===== src/rtl/captag_pkg.sv =====
// Shared types for the capability tag controller.
// Assumes: the access kind encoding is fixed, and the core and the bench rely on it.
package captag_pkg;

    typedef enum logic [1:0] {
        ACC_DLOAD  = 2'd0,
        ACC_DSTORE = 2'd1,
        ACC_CLOAD  = 2'd2,
        ACC_CSTORE = 2'd3
    } acc_kind_e;

    typedef enum logic [1:0] {
        ST_IDLE  = 2'd0,
        ST_ISSUE = 2'd1,
        ST_WAIT  = 2'd2,
        ST_RESP  = 2'd3
    } seq_state_e;

endpackage


===== src/rtl/captag_addr_map.sv =====
// Maps a byte address to a tag index and flags misaligned capability accesses.
// Assumes: the capability size is a power of two number of bytes.
module captag_addr_map
    import captag_pkg::*;
#(
    parameter int ADDR_W = 12,
    parameter int OFF_W  = 4,
    parameter int IDX_W  = ADDR_W - OFF_W
) (
    input  logic [ADDR_W-1:0] addr,
    input  logic [1:0]        kind,
    output logic [IDX_W-1:0]  tag_idx,
    output logic              misaligned
);

    logic is_cap;

    // Capability kinds have the upper encoding bit set.
    assign is_cap = (acc_kind_e'(kind) == ACC_CLOAD) || (acc_kind_e'(kind) == ACC_CSTORE);

    // Word number selects the tag bit; the offset within the word must be zero for capabilities.
    always_comb begin
        tag_idx    = addr[ADDR_W-1:OFF_W];
        misaligned = is_cap && (addr[OFF_W-1:0] != '0);
    end

endmodule


===== src/rtl/captag_tag_ram.sv =====
// Tag store: one bit per capability word, cleared on reset, one write port and one read port.
// Assumes: the read is combinational and a write takes effect at the next edge.
module captag_tag_ram #(
    parameter int IDX_W = 8,
    parameter int DEPTH = 1 << IDX_W
) (
    input  logic             clk,
    input  logic             rst_n,
    input  logic [IDX_W-1:0] rd_idx,
    output logic             rd_tag,
    input  logic             wr_en,
    input  logic [IDX_W-1:0] wr_idx,
    input  logic             wr_tag
);

    logic [DEPTH-1:0] bits_q;

    for (genvar g = 0; g < DEPTH; g++) begin : g_entry
        // Each entry is reset to invalid and written only when its index is selected.
        always_ff @(posedge clk) begin
            if (!rst_n)
                bits_q[g] <= 1'b0;
            else if (wr_en && (wr_idx == IDX_W'(g)))
                bits_q[g] <= wr_tag;
        end
    end

    // Read port returns the addressed validity bit.
    assign rd_tag = bits_q[rd_idx];

endmodule


===== src/rtl/captag_seq.sv =====
// Request sequencer: accepts one core request, forwards it to memory, updates or reads
// the tag on memory completion, and holds the response until the core takes it.
// Assumes: memory gives one mem_rsp_valid pulse per accepted request.
module captag_seq
    import captag_pkg::*;
#(
    parameter int CAP_BITS  = 128,
    parameter int ADDR_W    = 12,
    parameter int IDX_W     = 8,
    parameter int CAP_BYTES = CAP_BITS / 8
) (
    input  logic                 clk,
    input  logic                 rst_n,
    input  logic                 req_valid,
    output logic                 req_ready,
    input  logic [1:0]           req_kind,
    input  logic [ADDR_W-1:0]    req_addr,
    input  logic [CAP_BITS-1:0]  req_wdata,
    input  logic [CAP_BYTES-1:0] req_wmask,
    input  logic                 req_tag,
    input  logic [IDX_W-1:0]     map_idx,
    input  logic                 map_misaligned,
    output logic                 rsp_valid,
    input  logic                 rsp_ready,
    output logic [CAP_BITS-1:0]  rsp_rdata,
    output logic                 rsp_tag,
    output logic                 rsp_err,
    output logic                 mem_req_valid,
    input  logic                 mem_req_ready,
    output logic                 mem_we,
    output logic [ADDR_W-1:0]    mem_addr,
    output logic [CAP_BITS-1:0]  mem_wdata,
    output logic [CAP_BYTES-1:0] mem_wmask,
    input  logic                 mem_rsp_valid,
    input  logic [CAP_BITS-1:0]  mem_rsp_rdata,
    output logic [IDX_W-1:0]     tag_rd_idx,
    input  logic                 tag_rd,
    output logic                 tag_we,
    output logic [IDX_W-1:0]     tag_wr_idx,
    output logic                 tag_wr
);

    seq_state_e             st_q;
    acc_kind_e              kind_q;
    logic [ADDR_W-1:0]      addr_q;
    logic [CAP_BITS-1:0]    wdata_q;
    logic [CAP_BYTES-1:0]   mask_q;
    logic                   tin_q;
    logic [IDX_W-1:0]       idx_q;
    logic [CAP_BITS-1:0]    rdata_q;
    logic                   rtag_q;
    logic                   err_q;
    logic                   is_store;
    logic                   done;

    // A store is either plain or capability.
    assign is_store = (kind_q == ACC_DSTORE) || (kind_q == ACC_CSTORE);
    // Memory completion for the outstanding request.
    assign done     = (st_q == ST_WAIT) && mem_rsp_valid;

    // State and request capture.
    always_ff @(posedge clk) begin
        if (!rst_n) begin
            st_q    <= ST_IDLE;
            kind_q  <= ACC_DLOAD;
            addr_q  <= '0;
            wdata_q <= '0;
            mask_q  <= '0;
            tin_q   <= 1'b0;
            idx_q   <= '0;
            rdata_q <= '0;
            rtag_q  <= 1'b0;
            err_q   <= 1'b0;
        end else begin
            case (st_q)
                ST_IDLE: begin
                    if (req_valid) begin
                        kind_q  <= acc_kind_e'(req_kind);
                        addr_q  <= req_addr;
                        wdata_q <= req_wdata;
                        mask_q  <= (acc_kind_e'(req_kind) == ACC_CSTORE) ? '1 : req_wmask;
                        tin_q   <= req_tag;
                        idx_q   <= map_idx;
                        rdata_q <= '0;
                        rtag_q  <= 1'b0;
                        err_q   <= map_misaligned;
                        st_q    <= map_misaligned ? ST_RESP : ST_ISSUE;
                    end
                end
                ST_ISSUE: begin
                    if (mem_req_ready)
                        st_q <= ST_WAIT;
                end
                ST_WAIT: begin
                    if (mem_rsp_valid) begin
                        rdata_q <= is_store ? '0 : mem_rsp_rdata;
                        rtag_q  <= (kind_q == ACC_CLOAD) ? tag_rd : 1'b0;
                        st_q    <= ST_RESP;
                    end
                end
                default: begin
                    if (rsp_ready)
                        st_q <= ST_IDLE;
                end
            endcase
        end
    end

    // Handshake and memory-side drives.
    always_comb begin
        req_ready     = (st_q == ST_IDLE);
        mem_req_valid = (st_q == ST_ISSUE);
        mem_we        = is_store;
        mem_addr      = addr_q;
        mem_wdata     = wdata_q;
        mem_wmask     = is_store ? mask_q : '0;
        rsp_valid     = (st_q == ST_RESP);
        rsp_rdata     = rdata_q;
        rsp_tag       = rtag_q;
        rsp_err       = err_q;
    end

    // Tag update on store completion: capability stores write, touching plain stores clear.
    always_comb begin
        tag_rd_idx = idx_q;
        tag_wr_idx = idx_q;
        tag_we     = done && ((kind_q == ACC_CSTORE) || ((kind_q == ACC_DSTORE) && (|mask_q)));
        tag_wr     = (kind_q == ACC_CSTORE) ? tin_q : 1'b0;
    end

endmodule


===== src/rtl/captag_ctrl.sv =====
// Top of the capability tag controller: address mapping, tag store and sequencer.
// Assumes: one outstanding request and a data bus one capability word wide.
module captag_ctrl #(
    parameter int CAP_BITS = 128,
    parameter int ADDR_W   = 12
) (
    input  logic                    clk,
    input  logic                    rst_n,
    input  logic                    req_valid,
    output logic                    req_ready,
    input  logic [1:0]              req_kind,
    input  logic [ADDR_W-1:0]       req_addr,
    input  logic [CAP_BITS-1:0]     req_wdata,
    input  logic [CAP_BITS/8-1:0]   req_wmask,
    input  logic                    req_tag,
    output logic                    rsp_valid,
    input  logic                    rsp_ready,
    output logic [CAP_BITS-1:0]     rsp_rdata,
    output logic                    rsp_tag,
    output logic                    rsp_err,
    output logic                    mem_req_valid,
    input  logic                    mem_req_ready,
    output logic                    mem_we,
    output logic [ADDR_W-1:0]       mem_addr,
    output logic [CAP_BITS-1:0]     mem_wdata,
    output logic [CAP_BITS/8-1:0]   mem_wmask,
    input  logic                    mem_rsp_valid,
    input  logic [CAP_BITS-1:0]     mem_rsp_rdata
);

    localparam int CAP_BYTES = CAP_BITS / 8;
    localparam int OFF_W     = $clog2(CAP_BYTES);
    localparam int IDX_W     = ADDR_W - OFF_W;
    localparam int DEPTH     = 1 << IDX_W;

    logic [IDX_W-1:0] map_idx;
    logic             map_misaligned;
    logic [IDX_W-1:0] tag_rd_idx;
    logic             tag_rd;
    logic             tag_we;
    logic [IDX_W-1:0] tag_wr_idx;
    logic             tag_wr;

    captag_addr_map #(
        .ADDR_W(ADDR_W),
        .OFF_W (OFF_W),
        .IDX_W (IDX_W)
    ) map_i (
        .addr      (req_addr),
        .kind      (req_kind),
        .tag_idx   (map_idx),
        .misaligned(map_misaligned)
    );

    captag_tag_ram #(
        .IDX_W(IDX_W),
        .DEPTH(DEPTH)
    ) ram_i (
        .clk   (clk),
        .rst_n (rst_n),
        .rd_idx(tag_rd_idx),
        .rd_tag(tag_rd),
        .wr_en (tag_we),
        .wr_idx(tag_wr_idx),
        .wr_tag(tag_wr)
    );

    captag_seq #(
        .CAP_BITS (CAP_BITS),
        .ADDR_W   (ADDR_W),
        .IDX_W    (IDX_W),
        .CAP_BYTES(CAP_BYTES)
    ) seq_i (
        .clk           (clk),
        .rst_n         (rst_n),
        .req_valid     (req_valid),
        .req_ready     (req_ready),
        .req_kind      (req_kind),
        .req_addr      (req_addr),
        .req_wdata     (req_wdata),
        .req_wmask     (req_wmask),
        .req_tag       (req_tag),
        .map_idx       (map_idx),
        .map_misaligned(map_misaligned),
        .rsp_valid     (rsp_valid),
        .rsp_ready     (rsp_ready),
        .rsp_rdata     (rsp_rdata),
        .rsp_tag       (rsp_tag),
        .rsp_err       (rsp_err),
        .mem_req_valid (mem_req_valid),
        .mem_req_ready (mem_req_ready),
        .mem_we        (mem_we),
        .mem_addr      (mem_addr),
        .mem_wdata     (mem_wdata),
        .mem_wmask     (mem_wmask),
        .mem_rsp_valid (mem_rsp_valid),
        .mem_rsp_rdata (mem_rsp_rdata),
        .tag_rd_idx    (tag_rd_idx),
        .tag_rd        (tag_rd),
        .tag_we        (tag_we),
        .tag_wr_idx    (tag_wr_idx),
        .tag_wr        (tag_wr)
    );

endmodule


===== config.mk =====
export PLATFORM = sky130hd
export DESIGN_NAME = captag_ctrl
export DESIGN_NICKNAME = d
export VERILOG_FILES = /design/src/rtl/captag_pkg.sv /design/src/rtl/captag_addr_map.sv /design/src/rtl/captag_tag_ram.sv /design/src/rtl/captag_seq.sv /design/src/rtl/captag_ctrl.sv
export SDC_FILE = /design/constraint.sdc
export NUM_CORES = 1
export LEC_CHECK = 0
export BUFFER_PORTS_ARGS = -buffer_cell sky130_fd_sc_hd__buf_2
export CAP_MARGIN = 10
export CORE_MARGIN = 2
export CORE_UTILIZATION = 25
export DETAILED_ROUTE_END_ITERATION = 10
export SYNTH_ARGS = -nofsm -noshare
export SYNTH_HDL_FRONTEND = slang
export SYNTH_SLANG_ARGS = --single-unit
export TNS_END_PERCENT = 1

===== constraint.sdc =====
create_clock -name clk -period 2.89 [get_ports clk]
set_input_delay 0.4335 -clock clk [delete_from_list [all_inputs] [get_ports clk]]
set_output_delay 0.4335 -clock clk [all_outputs]
set_load 0.02 [all_outputs]

==> flow_metrics.tcl <==
set metrics [dict create \
    outcome "complete, no violations" \
    crit_arrival_ps 3200 \
    yosysWarnings 0 \
    die_h_um 312.9 \
    fin_crit_sh_pct 92.76 \
    clk_latency_ps 660 \
    synth_ff_type "dfxtp_1" \
    peakVddDrop_mv 0.5989 \
    critPathLaunchType "register" \
    wl_per_cell_um 20.70 \
    worstSetupPathType "register to register" \
    grt_max_degree 193 \
    setup_viol 0 \
    grt_pass1_wl_um 137600 \
    fp-row-count 113 \
    antenna_found_initial 34 \
    r2r-end "ram_i.bits_q[242]$_SDFFE_PN0P_" \
    synth-async-reset-ratio_pct 0 \
    stdcell_area_um2 31840 \
    syn_to_final_growth_pct 33.48 \
    cp_max_fo 41 \
    synthTopCellsByArea "dfxtp_1 46%, nor2b_1 7.8%, mux2i_1 7.7%, a21boi_0 7.3%, nand2_1 5.5%" \
    wl_um 93560 \
    antenna_left 0 \
    worst_hold_path.num_cells 3 \
    min_period_ps 2681 \
    maxCapViolations 0 \
    dp.final_hpwl_um 66180 \
    ys_ff_latch 547 \
    fin_worst_skew_ps 40.32 \
    min_from "req_addr[9]" \
    placedCellCount 4271 \
    drc 0 \
    syn_avg_cell_area_um2 9.399 \
    min_path_type "primary input to register" \
    dieArea_um2 97900 \
    cts_tree "built" \
    start_util_pct 25.18 \
    end_kind "register" \
    syn_area_um2 23850 \
    dpl_cell_area_um2 28440 \
    rsz0062_at_grt "false" \
    ys_types 56 \
    cts_buffer_depth 3 \
    tightest_slew_ps 1028 \
    portBuffers 582 \
    synth_top_area_share_pct 45.91 \
    firstDrtPassIters 5 \
    max_freq_ghz 0.3730 \
    syn_nets 2835 \
    core-area_um2 94730 \
    r2r-start "seq_i.tag_rd_idx[1]$_SDFFE_PN0P_" \
    grtUsageTotal_pct 18.36 \
    ys_seq_area_share_pct 45.91 \
    ctsResizeCount 0 \
    io_pins 583 \
    reg2reg_depth 8 \
    min_to "seq_i.tag_rd_idx[5]$_SDFFE_PN0P_" \
    vias 21371 \
    cts_sinks 547 \
    worstPathRequired_ps 3410 \
    place_congestion 0.8805 \
    layout-drive-gt1-share_pct 27.13 \
    cts-root-buf "clkbuf_16" \
    viasPerCell 4.729 \
    fp.dieW_um 312.9 \
    p_leak_nw 12.15 \
    clk_pin_slew_worst_paths_ps 60 \
    slew_headroom_pct 31.43 \
    hold_viol_final 0 \
    synth_edf_count 0 \
    mostFrequentLayoutCells "581 x buf_2, 544 x dfxtp_1, 351 x nand2_1" \
    cellPowerDensity_nw_per_um2 667.5 \
    drv_slew 0 \
    drt-initial-drc-count 1922 \
    grt_overflow 0 \
    synth_cells 2538 \
    r2r_slack_ps 210 \
    cts_buffers 60 \
    final_common_cell "buf_2" \
    yosys.area.top_type "dfxtp_1" \
    layout.nets 3493 \
    tns_ps 0 \
    layout.cells.non_filler 4519 \
    grt_pass1_vias 20657 \
    htreeDepth 2 \
]
[critical path, cell delays in order, from the launching register on]
cell	delay, ps
dfxtp_4	790
buf_4	310
inv_1	110
a2111oi_4	370
nand2_1	200
buf_4	260
nor2_1	150
mux2i_1	210
nor2b_1	60
[metal layers]
layer	part of all wire [%]	up-vias	track usage (%)
li1	-	10115	-
met4	3.8	34	6.894
met5	0.22	-	0
met2	48	752	30.14
met1	41	10282	22.89
met3	7.4	188	5.088
[where the power goes]
group,internal (mW),switching [mW],total [mW]
sequential,8.07,0.413,8.48
clock,4.72,3.37,8.09
combinational,1.60,3.08,4.68
total,14.4,6.86,21.3
[per-stage QoR]
step | util, % | total power [mW] | worst slack (ps) | hold WS (ps)
final | 33.61 | 21.25 | 209.1 | 33.06
after global routing | 33.60 | 22.16 | 75.08 | 11.88
after CTS | 33.59 | 21.47 | 257.4 | 0.2209
after detailed placement | 30.03 | 13.17 | 270.2 | 454.7
after global placement | 30.03 | 13.14 | 281.1 | 448.1
after floorplan | - | 11.25 | 528.4 | 439.2
[cells in the mapped netlist (2+ instances only)]
cell         n
nor2_1     158
mux4_1      21
buf_4        6
nor3_2       2
o221a_2     16
a21oi_1      9
a21boi_1     6
a221oi_2     3
inv_1        8
and2_1      19
dfxtp_1    547
nand2b_1     7
buf_2       19
o21ai_0    102
a22oi_1    130
ha_1         4
mux4_2      39
nor2_2       3
nand3_1    111
a2111oi_4    2
o41ai_1      3
a21boi_0   233
o22ai_1      2
a221oi_1     3
or2_2        3
buf_1       19
mux2_2       2
nor3_1       8
nor2b_1    298
clkbuf_1   172
mux2i_1    184
a211oi_1     4
buf_6        9
o211ai_1     4
nand4_1      7
nor4_1       4
nand2_1    352
[how the worst max path moves through the flow]
stage / start / end / slack (ps) / depth (start not counted)
after CTS: seq_i.tag_rd_idx[1]$_SDFFE_PN0P_ / seq_i.rsp_tag$_SDFFE_PN0P_ / 260 / 7
after global routing: seq_i.tag_rd_idx[1]$_SDFFE_PN0P_ / ram_i.bits_q[242]$_SDFFE_PN0P_ / 80 / 8
after floorplan: seq_i.tag_rd_idx[0]$_SDFFE_PN0P_ / seq_i.rsp_tag$_SDFFE_PN0P_ / 530 / 7
after detailed placement: seq_i.tag_rd_idx[1]$_SDFFE_PN0P_ / seq_i.rsp_tag$_SDFFE_PN0P_ / 270 / 7
final: seq_i.tag_rd_idx[1]$_SDFFE_PN0P_ / ram_i.bits_q[242]$_SDFFE_PN0P_ / 210 / 8
after global placement: seq_i.tag_rd_idx[1]$_SDFFE_PN0P_ / seq_i.rsp_tag$_SDFFE_PN0P_ / 280 / 7
[state kept, by name (all words and copies together), names as in the netlist]
signal            count
ram_i.bits_q        256
seq_i.kind_q          2
seq_i.mask_q         16
seq_i.mem_addr        4
seq_i.mem_wdata     128
seq_i.rsp_err         1
seq_i.rsp_rdata     128
seq_i.rsp_tag         1
seq_i.st_q            2
seq_i.tag_rd_idx      8
seq_i.tin_q           1
[logic make-up after synthesis]
family | after synthesis | share of synthesized area [%]
compound gates | 528 | 16.08
fa+ha+maj | 4 | 0.2098
buf+inv | 236 | 4.243
flops | 547 | 45.91
mux | 246 | 13.81
simple gates | 977 | 19.75
[final cells by class]
| cell class | instances | area [um2] |
|---|---|---|
| inverters | 9 | 33.78 |
| flip-flops and latches | 547 | 10960 |
| well taps | 1265 | 1583 |
| multi-input cells | 1755 | 11920 |
| repair buffers | 823 | 5228 |
| fillers | 9888 | 62890 |
| clock buffers | 89 | 1780 |
| diodes | 7 | 17.52 |
| clock inverters | 24 | 317.8 |
[what timing repair did]
action / 4_1_cts / 5_1_grt
buffers inserted: 0 / 0
hold endpoints to repair: 128 / 0
hold buffers: 128 / 0
Note: power is estimated with default switching activity, not from simulation.
